`src/rtl/pcfg_pkg.sv`:
```
package pcfg_pkg;
    localparam int BYTE_W = 8;

    typedef enum logic [1:0] {
        ST_IDLE = 2'd0,
        ST_LOAD = 2'd1,
        ST_FIN  = 2'd2
    } seq_state_e;

    typedef struct packed {
        seq_state_e st;
        logic       slave;
        logic       done;
        logic       stb;
    } ctl_t;
endpackage

```
`src/rtl/pcfg_phase.sv`:
```
module pcfg_phase #(
    parameter int BYTE_W = 8
) (
    input  logic clk,
    input  logic rst_n,
    input  logic arm_i,
    input  logic run_i,
    output logic wrap_o
);
    localparam int PW = $clog2(BYTE_W);
    localparam logic [PW-1:0] LAST = PW'(BYTE_W - 1);
    localparam logic [PW-1:0] ARM  = PW'(BYTE_W - 2);

    typedef struct packed {
        logic [PW-1:0] ph;
    } ph_t;

    ph_t r_d, r_q;

    always_comb begin
        r_d = r_q;
        if (arm_i) begin
            r_d.ph = ARM;
        end else if (run_i) begin
            r_d.ph = (r_q.ph == LAST) ? '0 : r_q.ph + 1'b1;
        end
    end

    assign wrap_o = run_i && (r_q.ph == LAST);

    always_ff @(posedge clk or negedge rst_n) begin
        if (!rst_n) r_q <= '0;
        else        r_q <= r_d;
    end
endmodule

```
`src/rtl/pcfg_addr.sv`:
```
module pcfg_addr #(
    parameter int AW = 16,
    parameter logic [AW-1:0] START_ADDR = '0
) (
    input  logic          clk,
    input  logic          rst_n,
    input  logic          load_i,
    input  logic          inc_i,
    output logic [AW-1:0] addr_o
);
    typedef struct packed {
        logic [AW-1:0] a;
    } ad_t;

    ad_t r_d, r_q;

    always_comb begin
        r_d = r_q;
        if (load_i)     r_d.a = START_ADDR;
        else if (inc_i) r_d.a = r_q.a + 1'b1;
    end

    assign addr_o = r_q.a;

    always_ff @(posedge clk or negedge rst_n) begin
        if (!rst_n) r_q <= '0;
        else        r_q <= r_d;
    end
endmodule

```
`src/rtl/pcfg_shift.sv`:
```
module pcfg_shift #(
    parameter int W = 8
) (
    input  logic         clk,
    input  logic         rst_n,
    input  logic         load_i,
    input  logic         drain_i,
    input  logic [W-1:0] data_i,
    output logic         bit_o,
    output logic         vld_o
);
    typedef struct packed {
        logic [W-1:0] sh;
        logic         vld;
    } sh_t;

    sh_t r_d, r_q;

    always_comb begin
        r_d = r_q;
        if (load_i) begin
            r_d.sh  = data_i;
            r_d.vld = 1'b1;
        end else begin
            r_d.sh = {r_q.sh[W-2:0], 1'b0};
            if (drain_i) r_d.vld = 1'b0;
        end
    end

    assign bit_o = r_q.sh[W-1];
    assign vld_o = r_q.vld;

    always_ff @(posedge clk or negedge rst_n) begin
        if (!rst_n) r_q <= '0;
        else        r_q <= r_d;
    end
endmodule

```
`src/rtl/pcfg_byte_seq.sv`:
```
module pcfg_byte_seq
    import pcfg_pkg::*;
#(
    parameter int AW = 16,
    parameter logic [AW-1:0] START_ADDR = AW'(16'h0040)
) (
    input  logic              clk,
    input  logic              rst_n,
    input  logic              mode_slave_i,
    input  logic              start_i,
    input  logic              frames_done_i,
    input  logic [BYTE_W-1:0] data_i,
    output logic [AW-1:0]     addr_o,
    output logic              prom_ce_n_o,
    output logic              done_o,
    output logic              slave_o,
    output logic              byte_stb_o,
    output logic              ser_bit_o,
    output logic              ser_vld_o,
    output logic              dout_o
);
    ctl_t c_d, c_q;

    logic wrap;
    logic arm, run, latch, inc, load_addr, drain;

    always_comb begin
        c_d       = c_q;
        c_d.stb   = 1'b0;
        arm       = 1'b0;
        latch     = 1'b0;
        load_addr = 1'b0;
        drain     = 1'b0;
        run       = (c_q.st != ST_IDLE);
        case (c_q.st)
            ST_IDLE: begin
                // mode follows the pin only while idle
                c_d.slave = mode_slave_i;
                if (start_i) begin
                    c_d.st    = ST_LOAD;
                    arm       = 1'b1;
                    load_addr = !mode_slave_i;
                end
            end
            ST_LOAD: begin
                if (frames_done_i) begin
                    c_d.st   = ST_FIN;
                    c_d.done = 1'b1;
                    drain    = wrap;
                end else begin
                    latch = wrap;
                end
            end
            ST_FIN: begin
                drain = wrap;
            end
            default: c_d.st = ST_IDLE;
        endcase
        c_d.stb = latch;
        inc     = latch && !c_q.slave;
    end

    always_ff @(posedge clk or negedge rst_n) begin
        if (!rst_n) c_q <= '{st: ST_IDLE, slave: 1'b0, done: 1'b0, stb: 1'b0};
        else        c_q <= c_d;
    end

    pcfg_phase #(.BYTE_W(BYTE_W)) u_phase (
        .clk   (clk),
        .rst_n (rst_n),
        .arm_i (arm),
        .run_i (run),
        .wrap_o(wrap)
    );

    pcfg_addr #(.AW(AW), .START_ADDR(START_ADDR)) u_addr (
        .clk   (clk),
        .rst_n (rst_n),
        .load_i(load_addr),
        .inc_i (inc),
        .addr_o(addr_o)
    );

    pcfg_shift #(.W(BYTE_W)) u_shift (
        .clk    (clk),
        .rst_n  (rst_n),
        .load_i (latch),
        .drain_i(drain),
        .data_i (data_i),
        .bit_o  (ser_bit_o),
        .vld_o  (ser_vld_o)
    );

    assign done_o      = c_q.done;
    assign prom_ce_n_o = c_q.done;
    assign slave_o     = c_q.slave;
    assign byte_stb_o  = c_q.stb;

    assign dout_o      = ser_vld_o ? ser_bit_o : 1'b1;
endmodule

```
`config.mk`:
```
export PLATFORM = sky130hd
export DESIGN_NAME = pcfg_byte_seq
export DESIGN_NICKNAME = d
export VERILOG_FILES = /design/src/rtl/pcfg_pkg.sv /design/src/rtl/pcfg_phase.sv /design/src/rtl/pcfg_addr.sv /design/src/rtl/pcfg_shift.sv /design/src/rtl/pcfg_byte_seq.sv
export SDC_FILE = /design/constraint.sdc
export NUM_CORES = 1
export LEC_CHECK = 0
export CAP_MARGIN = 20
export CELL_PAD_IN_SITES_DETAIL_PLACEMENT = 0
export CELL_PAD_IN_SITES_GLOBAL_PLACEMENT = 1
export CORE_ASPECT_RATIO = 1.25
export CORE_UTILIZATION = 34
export DETAILED_ROUTE_END_ITERATION = 12
export GPL_TIMING_DRIVEN = 0
export PLACE_DENSITY_LB_ADDON = 0.12
export RECOVER_POWER = 25
export SLEW_MARGIN = 15
export SYNTH_ARGS = -nofsm -noshare
export SYNTH_HDL_FRONTEND = slang
export SYNTH_SLANG_ARGS = --single-unit
```
`constraint.sdc`:
```
create_clock -name clk -period 2.35 [get_ports clk]
set_clock_uncertainty 0.2 [all_clocks]
set_input_delay 0.705 -clock clk [delete_from_list [all_inputs] [get_ports clk]]
set_output_delay 0.705 -clock clk [all_outputs]
set_load 0.01 [all_outputs]
```
==> results of run 1 <==
sequential cells by signal (all words and copies together) (netlist names):
register and cells:
u_phase.r_q 3, u_shift.r_q 7, c_q 2, u_addr.addr_o 16
byte_stb_o 1, u_shift.bit_o 1, slave_o 1, done_o 1
u_shift.vld_o 1
repair_timing:
action                     CTS  global route
cloned                       0             0
setup endpoints to repair    4             3
hold buffers                 0             0
setup buffers                3             0
pin swaps                    1             1
gates resized for setup      4             3
synthesized netlist by cell type, drive strengths merged (2+ instances only):
cell    number
a21oi        6
and2         2
buf          6
clkbuf       2
dfrtp       33
ha           8
inv          4
nand2       35
nand2b       5
nand3        4
nand4        5
nor2        10
nor2b        2
nor3         2
nor4         4
o21ai        8
o22a         2
o31ai        3
or2          2
or3          4
or4          2
xnor2        7
metal layers:
| metal | routed length, um | part of all wire [%] |
|---|---|---|
| met1 | 1590 | 45 |
| met2 | 1740 | 49 |
| met3 | 139 | 3.9 |
| met4 | 52 | 1.5 |
| met5 | 0 | 0 |
how the worst min path moves through the flow:
stage | from | to | slack [ns] | cells past startpoint
2_1_floorplan | rst_n | byte_stb_o | 0.21 | 0
3_3_place_gp | u_shift.r_q[7] | u_shift.bit_o | 0.23 | 2
3_5_place_dp | u_shift.r_q[7] | u_shift.bit_o | 0.23 | 2
4_1_cts | u_shift.r_q[7] | u_shift.bit_o | 0.25 | 2
5_1_grt | u_shift.r_q[5] | u_shift.r_q[6] | 0.26 | 2
6_report | u_shift.r_q[7] | u_shift.bit_o | 0.24 | 2
cell usage in the layout, fill, tap and decap left out, drive strengths merged:
cell type	n
nor3b	1
inv	4
nor4b	1
a21o	1
nor2b	2
dfrtp	33
and3	1
nand4b	1
nand2b	5
o31ai	3
nand2	35
and2	2
nand4bb	1
mux2i	1
clkinv	2
a31o	1
nand3	4
or4	2
or3	4
nor2	10
nor4	4
mux2	1
nor3	2
or2	2
xnor2	7
dlygate4sd2	1
o22a	2
clkdlybuf4s50	33
a21oi	6
nand4	5
clkbuf	9
buf	7
ha	8
and3b	1
o21ai	8
worst min-delay path: stages, from the launching register on:
cell	delay [ns]
dfrtp_1	0.32
nand2_1	0.04
nand2_1	0.05
kinds of logic (layout without fill, tap and decap cells):
| family | after synthesis | after routing | share of synthesized area (%) |
|---|---|---|---|
| xor gates and xnor gates | 7 | 7 | 3.80 |
| AOI/OAI and AO/OA | 21 | 21 | 7.82 |
| DFF | 33 | 33 | 51.1 |
| and+or+nand+nor | 83 | 83 | 25.7 |
| adders and majority gates | 8 | 8 | 6.20 |
| muxes | 2 | 2 | 1.32 |
| buffers and inverters | 13 | 56 | 4.03 |
stage by stage:
step,hold slack [ns],setup WS (ns)
global route,0.265,0.0490
detailed placement,0.234,-0.420
finish,0.238,0.144
floorplan,0.209,0.149
CTS,0.249,0.00195
global placement,0.228,-0.394
area by class of cell:
cell class	instances	area (um2)
clock buffers	5	68.8
flip-flops and latches	33	826
repair buffers	38	363
well taps	58	72.6
plain buffers	7	50.0
inverters	5	20.0
fillers	438	2360
clock inverters	1	5.00
multi-input cells	121	729
where the power goes:
part | switching [mW] | internal (mW)
clock | 0.195 | 0.195
sequential | 0.0556 | 0.659
combinational | 0.265 | 0.255
total | 0.516 | 1.11
==> flow_summary.yaml, run 1 <==
synthesis:
  syn_inst: 167
  ys_seq_area_share_pct: 51.1
  synth_top_area_share_pct: 51.1
  syn-num-nets: 188
  yosysTopAreaCell: "dfrtp_1"
  postSynthAreaPerCell_um2: 9.67
  ys_types: 36
  synth_ff_type: "dfrtp_1"
  synth_warnings: 0
  netlist_top_cells_area: "dfrtp_1 (51%), nand2_1 (8.1%), ha_1 (6.2%)"
  async_flop_share_pct: 100
  synth_area_um2: 1620
  synth_enable_flop_cells: 0
  ys_ff_latch: 33
setup_path:
  worstPathArrival_ns: 1.30
  critPathLaunch: "u_addr.addr_o[3]"
  reg2reg_from: "c_q[3]"
  cp-start-kind: "register"
  end_kind: "output pin"
  crit_fanout: 6
  crit_chain: "clkdlybuf4s50_1"
  rrSetupSlack_ns: 0.16
  cp_slowest_cell: "clkdlybuf4s50_1"
  crit_family: "buffers and inverters"
  path_class: "reg -> out"
  r2r.worst_path.cells: 9
  timing.rr.end: "u_addr.addr_o[12]"
  endpoint: "addr_o[3]"
  worstPathRequired_ns: 1.44
  cpPeakStageDelay_ns: 0.58
  path_buf_inv: 1
  path_depth: 1
sta:
  grt_setup_unrepaired: "false"
  hold_viol_final: 0
  slew_violations: 0
  finalSetupViolations: 0
  worst_pin_slew_ns: 0.842
  tns_ns: 0
  slew_headroom_pct: 43.9
  fin_crit_sh_pct: 93.9
  max_freq_mhz: 453
  fin_crit_ns: 2.21
clock_tree:
  clk_path_buf_depth: 2
  clock_sinks: 33
  clkSlewWorstSetupHoldPaths_ns: 0.07
  h-tree-depth: 2
  clk_latency_ns: 0.28
  clock-root-buffer: "clkbuf_8"
  cts_buffers: 5
  cts_tree: "yes"
detailed_routing:
  viasPerCell: 5.03
  vias: 1349
  drt-initial-drc-count: 41
  routedWlPerCell_um: 13.1
  wl_um: 3520
  ant_nets: 0
  drc_errors: 0
  dr.pass1.iters: 4
floorplan:
  start_util_pct: 36.0
  fp.dieW_um: 63.7
  core_um2: 4490
  fp.dieArea_um2: 5030
  rows: 27
  ioPinCount: 36
  die_height_um: 79.1
global_route:
  grtUsageTotal_pct: 15.7
  grt_most_used_layer: "met2"
  grt_pass1_wl_um: 6190
  grt_util_met1_pct: 18.6
  met3_usage_pct: 3.74
  grt.overflow.total: 0
  antenna_found_initial: 0
  grt_pass1_vias: 1445
  grt_max_degree: 34
  grtUsageMet2_pct: 27.2
power_and_ir_drop:
  peakVddDrop_v: 0.000375
  power_density_nw_per_um2: 760
  p_total_mw: 1.62
  leakagePower_nw: 0.921
placement:
  place_area_um2: 2030
  dp_hpwl_um: 2510
  place_inst: 260
  port_buffers: 35
  place.gp.congestion: 0.795
cells_and_area:
  n_antenna_cell: 0
  post-route-util_pct: 47.5
  stdcell_count: 268
  area_growth_pct: 32.1
  drive_gt1_share_pct: 10.0
  layout.nets: 232
  design_area_um2: 2130
job:
  maxCapViolations: 0
run_status:
  outcome: "completed"
hold_path:
  hold_class: "reg -> reg"
No activity file was read; power rests on OpenSTA's default activity.
==> inputs of run 2 (changes only) <==
--- a/config.mk
+++ b/config.mk
@@ -9,7 +9,7 @@
 export CELL_PAD_IN_SITES_DETAIL_PLACEMENT = 0
 export CELL_PAD_IN_SITES_GLOBAL_PLACEMENT = 1
 export CORE_ASPECT_RATIO = 1.25
-export CORE_UTILIZATION = 34
+export CORE_UTILIZATION = 25
 export DETAILED_ROUTE_END_ITERATION = 12
 export GPL_TIMING_DRIVEN = 0
 export PLACE_DENSITY_LB_ADDON = 0.12
==> run 2 against run 1 <==
  * Cell count increased by 12%
  * Power increased by 12%
  * Sequential cell count unchanged
  * Worst hold slack improved by 0.0082 ns
  * Worst setup slack got worse by 0.0033 ns
  * Fmax decreased by 0.15%
  * Register-to-register slack about the same
  * Sequential share of layout area decreased by 2.1 points
  * First-iteration DRC count increased by 7.3%
  * Critical endpoint is now addr_o[8]
  * Largest power group unchanged
==> flow_summary.yaml, run 2 (same netlist as run 1, synthesis figures left out) <==
floorplan:
  core_um2: 6210
  fp.dieArea_um2: 6790
  ioPinCount: 36
  start_util_pct: 26.0
  die_height_um: 91.9
  rows: 32
  fp.dieW_um: 73.9
detailed_routing:
  routedWlPerCell_um: 12.6
  viasPerCell: 4.35
  ant_nets: 0
  vias: 1302
  dr.pass1.iters: 4
  wl_um: 3770
  drc_errors: 0
  drt-initial-drc-count: 44
cells_and_area:
  multi_input_area_um2: 738
  largest_reg_flops: 16
  n_antenna_cell: 0
  drive_gt1_share_pct: 11.7
  layout.nets: 234
  design_area_um2: 2260
  fillers: 643
  most-common-layout-cells: "nand2_1 (35), dfrtp_1 (33), clkdlybuf4s50_1 (33)"
  area_growth_pct: 39.7
  final_common_cell: "nand2_1"
  regArea_um2: 826
sta:
  grt_setup_unrepaired: "false"
  worst_pin_slew_ns: 1.03
  fin_crit_ns: 2.21
  max_freq_mhz: 453
  hold_viol_final: 0
  holdWs_ns: 0.246
  finalSetupViolations: 0
  slew_violations: 0
  slew_headroom_pct: 31.1
  fin_crit_sh_pct: 94.0
setup_path:
  end_kind: "output pin"
  r2r.worst_path.cells: 8
  critPathLaunch: "u_addr.addr_o[8]"
  crit_chain: "clkdlybuf4s50_1"
  worstPathArrival_ns: 1.30
  cp-start-kind: "register"
  cp_slowest_cell: "clkdlybuf4s50_1"
  path_depth: 1
  path_buf_inv: 1
  reg2reg_from: "c_q[3]"
  crit_fanout: 7
  path_class: "reg -> out"
  crit_family: "buffers and inverters"
  worstPathRequired_ns: 1.44
  timing.rr.end: "u_addr.addr_o[14]"
  cpPeakStageDelay_ns: 0.57
  rrSetupSlack_ns: 0.17
  endpoint: "addr_o[8]"
clock_tree:
  cts_tree: "yes"
  clkSlewWorstSetupHoldPaths_ns: 0.07
  clk_path_buf_depth: 2
  clock_sinks: 33
  clk_latency_ns: 0.28
  clock-root-buffer: "clkbuf_8"
  h-tree-depth: 2
  ctsHoldBuffers: 0
  cts_buffers: 5
placement:
  place.gp.congestion: 0.764
  place_area_um2: 2090
  dp_hpwl_um: 2740
  port_buffers: 35
power_and_ir_drop:
  leakagePower_nw: 0.965
  power_density_nw_per_um2: 805
  peakVddDrop_v: 0.000356
global_route:
  grt_util_met1_pct: 16.3
  grt.overflow.total: 0
  grt_most_used_layer: "met2"
  met3_usage_pct: 3.08
  grt_pass1_vias: 1294
  grtUsageMet2_pct: 19.3
  grtUsageTotal_pct: 12.4
  grt_pass1_wl_um: 6310
  grt_max_degree: 19
  antenna_found_initial: 0
hold_path:
  hold_class: "reg -> reg"
job:
  maxCapViolations: 0
run_status:
  outcome: "completed"
## run 2: changes by cell type in the layout (fill, tap and decap cells not counted), sizes merged
cell and change:
buf +3, clkbuf +1, dlymetal6s2s +1, dlygate4sd2 -1
bufinv +1, clkinv -1
## run 2: worst min-delay path by stage
stage | slack (ns) | endpoint | from | depth (start not counted)
after CTS | 0.16 | c_q[4] | rst_n | 1
after detailed placement | 0.23 | u_shift.bit_o | u_shift.r_q[7] | 2
after global placement | 0.22 | u_shift.bit_o | u_shift.r_q[7] | 2
final | 0.25 | u_shift.bit_o | u_shift.r_q[7] | 2
after floorplan | 0.21 | byte_stb_o | rst_n | 0
after global routing | 0.27 | u_shift.r_q[7] | u_shift.r_q[6] | 2
## run 2: cell type report
| cell class | instances | share of cell area (%) |
|---|---|---|
| plain buffers | 7 | 2.05 |
| clock buffers | 7 | 3.82 |
| clock inverters | 1 | 1.33 |
| inverters | 5 | 0.887 |
| multi-input cells | 121 | 32.7 |
| flip-flops and latches | 33 | 36.6 |
| well taps | 85 | 4.71 |
| repair buffers | 40 | 17.9 |
## run 2: power by group
group,switching [mW],internal [mW]
clock network,0.211,0.346
logic,0.272,0.272
registers,0.0577,0.658
total,0.541,1.28
## run 2: repair_timing
action,CTS,global route
endpoints found under the hold margin,0,0
buffers inserted,3,1
pin swaps,1,1
setup endpoints to repair,4,9
resized for setup,2,5
## run 2: per-stage QoR
stage	setup slack, ns	total power, mW	setup TNS, ns	instances	utilization [%]
floorplan	0.149	1.03	0	167	-
global placement	-0.384	1.21	-15.30	287	33.4
detailed placement	-0.397	1.24	-3.05	288	33.8
CTS	0.0210	1.83	0	299	36.1
global route	0.0468	1.95	0	299	36.4
finish	0.140	1.82	0	299	36.4
## run 2: layer usage
layer	vias up	part of all wire, %
met4	0	1.8
li1	664	-
met3	5	4.2
met1	605	48
met2	28	46
met5	-	0
==> inputs of run 3 (changes only) <==
--- a/config.mk
+++ b/config.mk
@@ -9,11 +9,12 @@
 export CELL_PAD_IN_SITES_DETAIL_PLACEMENT = 0
 export CELL_PAD_IN_SITES_GLOBAL_PLACEMENT = 1
 export CORE_ASPECT_RATIO = 1.25
-export CORE_UTILIZATION = 25
+export CORE_UTILIZATION = 34
 export DETAILED_ROUTE_END_ITERATION = 12
 export GPL_TIMING_DRIVEN = 0
 export PLACE_DENSITY_LB_ADDON = 0.12
 export RECOVER_POWER = 25
+export SETUP_SLACK_MARGIN = 0.02
 export SLEW_MARGIN = 15
 export SYNTH_ARGS = -nofsm -noshare
 export SYNTH_HDL_FRONTEND = slang
==> run 3 against run 2 <==
  * Design area shrank 5.3%
  * Core utilization is 11 points higher
  * Largest power group unchanged
  * Wire length is 6.2% lower
  * Largest cell class unchanged
==> flow_summary.yaml, run 3 (same netlist as run 1, synthesis figures left out) <==
run_status:
  outcome: "completed"
sta:
  finalSetupViolations: 0
  hold_viol_final: 0
  slew_headroom_pct: 44.1
  slew_violations: 0
  max_freq_mhz: 446
  fin_crit_ns: 2.24
  grt_setup_unrepaired: "false"
  tns_ns: 0
  worst_pin_slew_ns: 0.839
  fin_crit_sh_pct: 95.3
setup_path:
  crit_fanout: 10
  cp-start-kind: "input pin"
  path_class: "in -> reg"
  end_kind: "register"
  r2r.worst_path.cells: 9
  endpoint: "u_addr.addr_o[12]"
  reg2reg_from: "u_phase.r_q[0]"
  worstPathRequired_ns: 2.36
  timing.rr.end: "u_addr.addr_o[12]"
  rrSetupSlack_ns: 0.14
  critPathLaunch: "frames_done_i"
  worstPathArrival_ns: 2.25
clock_tree:
  ctsHoldBuffers: 0
  clk_latency_ns: 0.28
  clk_path_buf_depth: 2
  cts_buffers: 5
  clock_sinks: 33
  h-tree-depth: 2
  cts_tree: "yes"
  clock-root-buffer: "clkbuf_8"
  clkSlewWorstSetupHoldPaths_ns: 0.06
power_and_ir_drop:
  power_density_nw_per_um2: 768
  peakVddDrop_v: 0.000359
  pwr-share-seq_pct: 43.5
  power.share.combinational_pct: 32.9
  p_total_mw: 1.64
  intPower_mw: 1.12
  p_sw_mw: 0.521
  leakagePower_nw: 0.921
  switching_share_pct: 31.7
  clkPwrFrac_pct: 23.6
hold_path:
  hold_class: "reg -> reg"
floorplan:
  fp.dieArea_um2: 5030
  rows: 27
  start_util_pct: 36.0
  die_height_um: 79.1
  ioPinCount: 36
  fp.dieW_um: 63.7
  core_um2: 4490
placement:
  place.gp.congestion: 0.795
  place_area_um2: 2030
  port_buffers: 35
  dp_hpwl_um: 2510
  place_inst: 260
global_route:
  grtUsageMet2_pct: 27.2
  grt_util_met1_pct: 18.6
  grt_most_used_layer: "met2"
  grt_max_degree: 34
  grtUsageTotal_pct: 15.7
  grt_pass1_vias: 1442
  antenna_found_initial: 0
  grt_pass1_wl_um: 6180
  grt.overflow.total: 0
  met3_usage_pct: 3.74
detailed_routing:
  viasPerCell: 4.99
  vias: 1338
  wl_um: 3530
  drt-initial-drc-count: 46
  routedWlPerCell_um: 13.2
  ant_nets: 0
  dr.pass1.iters: 4
  drc_errors: 0
cells_and_area:
  largest_reg_flops: 16
  design_area_um2: 2140
  final_common_cell: "nand2_1"
  most-common-layout-cells: "nand2_1 (35), dfrtp_1 (33), clkdlybuf4s50_1 (33)"
  n_antenna_cell: 0
  area_growth_pct: 32.4
  stdcell_count: 268
  layout.nets: 232
  drive_gt1_share_pct: 9.52
job:
  maxCapViolations: 0
run 3: repair_timing:
item | in CTS | in global routing
resized for setup | 4 | 2
endpoints found under the setup margin | 5 | 4
pin swaps | 1 | 0
buffers inserted | 3 | 0
run 3: power groups by stage:
stage	Combinational, mW	Sequential (mW)	Clock [mW]
5_1_grt	0.617	0.726	0.426
3_5_place_dp	0.507	0.728	0
4_1_cts	0.531	0.714	0.407
3_3_place_gp	0.489	0.723	0
2_1_floorplan	0.297	0.730	0
6_report	0.540	0.714	0.388
run 3: critical path, cell delays in order:
cell and delay (ns):
dlygate4sd2_1 0.26, nand4bb_1 0.22, buf_6 0.15, clkinv_2 0.06, buf_6 0.13, nand2_1 0.10, or4_1 0.47, a21oi_1 0.15
run 3: per-stage QoR:
stage | setup slack [ns] | util, % | hold WS (ns)
after floorplan | 0.149 | - | 0.209
after global placement | -0.394 | 45.4 | 0.228
after detailed placement | -0.420 | 45.3 | 0.234
after CTS | 0.0258 | 47.4 | 0.249
after global routing | 0.0186 | 47.6 | 0.265
final | 0.110 | 47.6 | 0.238
run 3: final cells by class:
type                            count  area (um2)
Timing Repair Buffer               38         363
Clock inverter                      1        5.00
Sequential cell                    33         826
Tap cell                           58        72.6
Multi-Input combinational cell    121         737
Fill cell                         434        2350
Inverter                            5        20.0
Buffer                              7        46.3
Clock buffer                        5        68.8
run 3: worst min-delay path by stage:
stage / startpoint / to / slack [ns] / depth (start not counted)
5_1_grt: u_shift.r_q[5] / u_shift.r_q[6] / 0.26 / 2
4_1_cts: u_shift.r_q[7] / u_shift.bit_o / 0.25 / 2
3_3_place_gp: u_shift.r_q[7] / u_shift.bit_o / 0.23 / 2
2_1_floorplan: rst_n / byte_stb_o / 0.21 / 0
6_report: u_shift.r_q[7] / u_shift.bit_o / 0.24 / 2
3_5_place_dp: u_shift.r_q[7] / u_shift.bit_o / 0.23 / 2
run 3: metal layers:
metal / wire length, um / vias up
met2: 1740 / 28
met4: 52 / 0
met1: 1610 / 654
li1: - / 651
met5: 0 / -
met3: 133 / 5
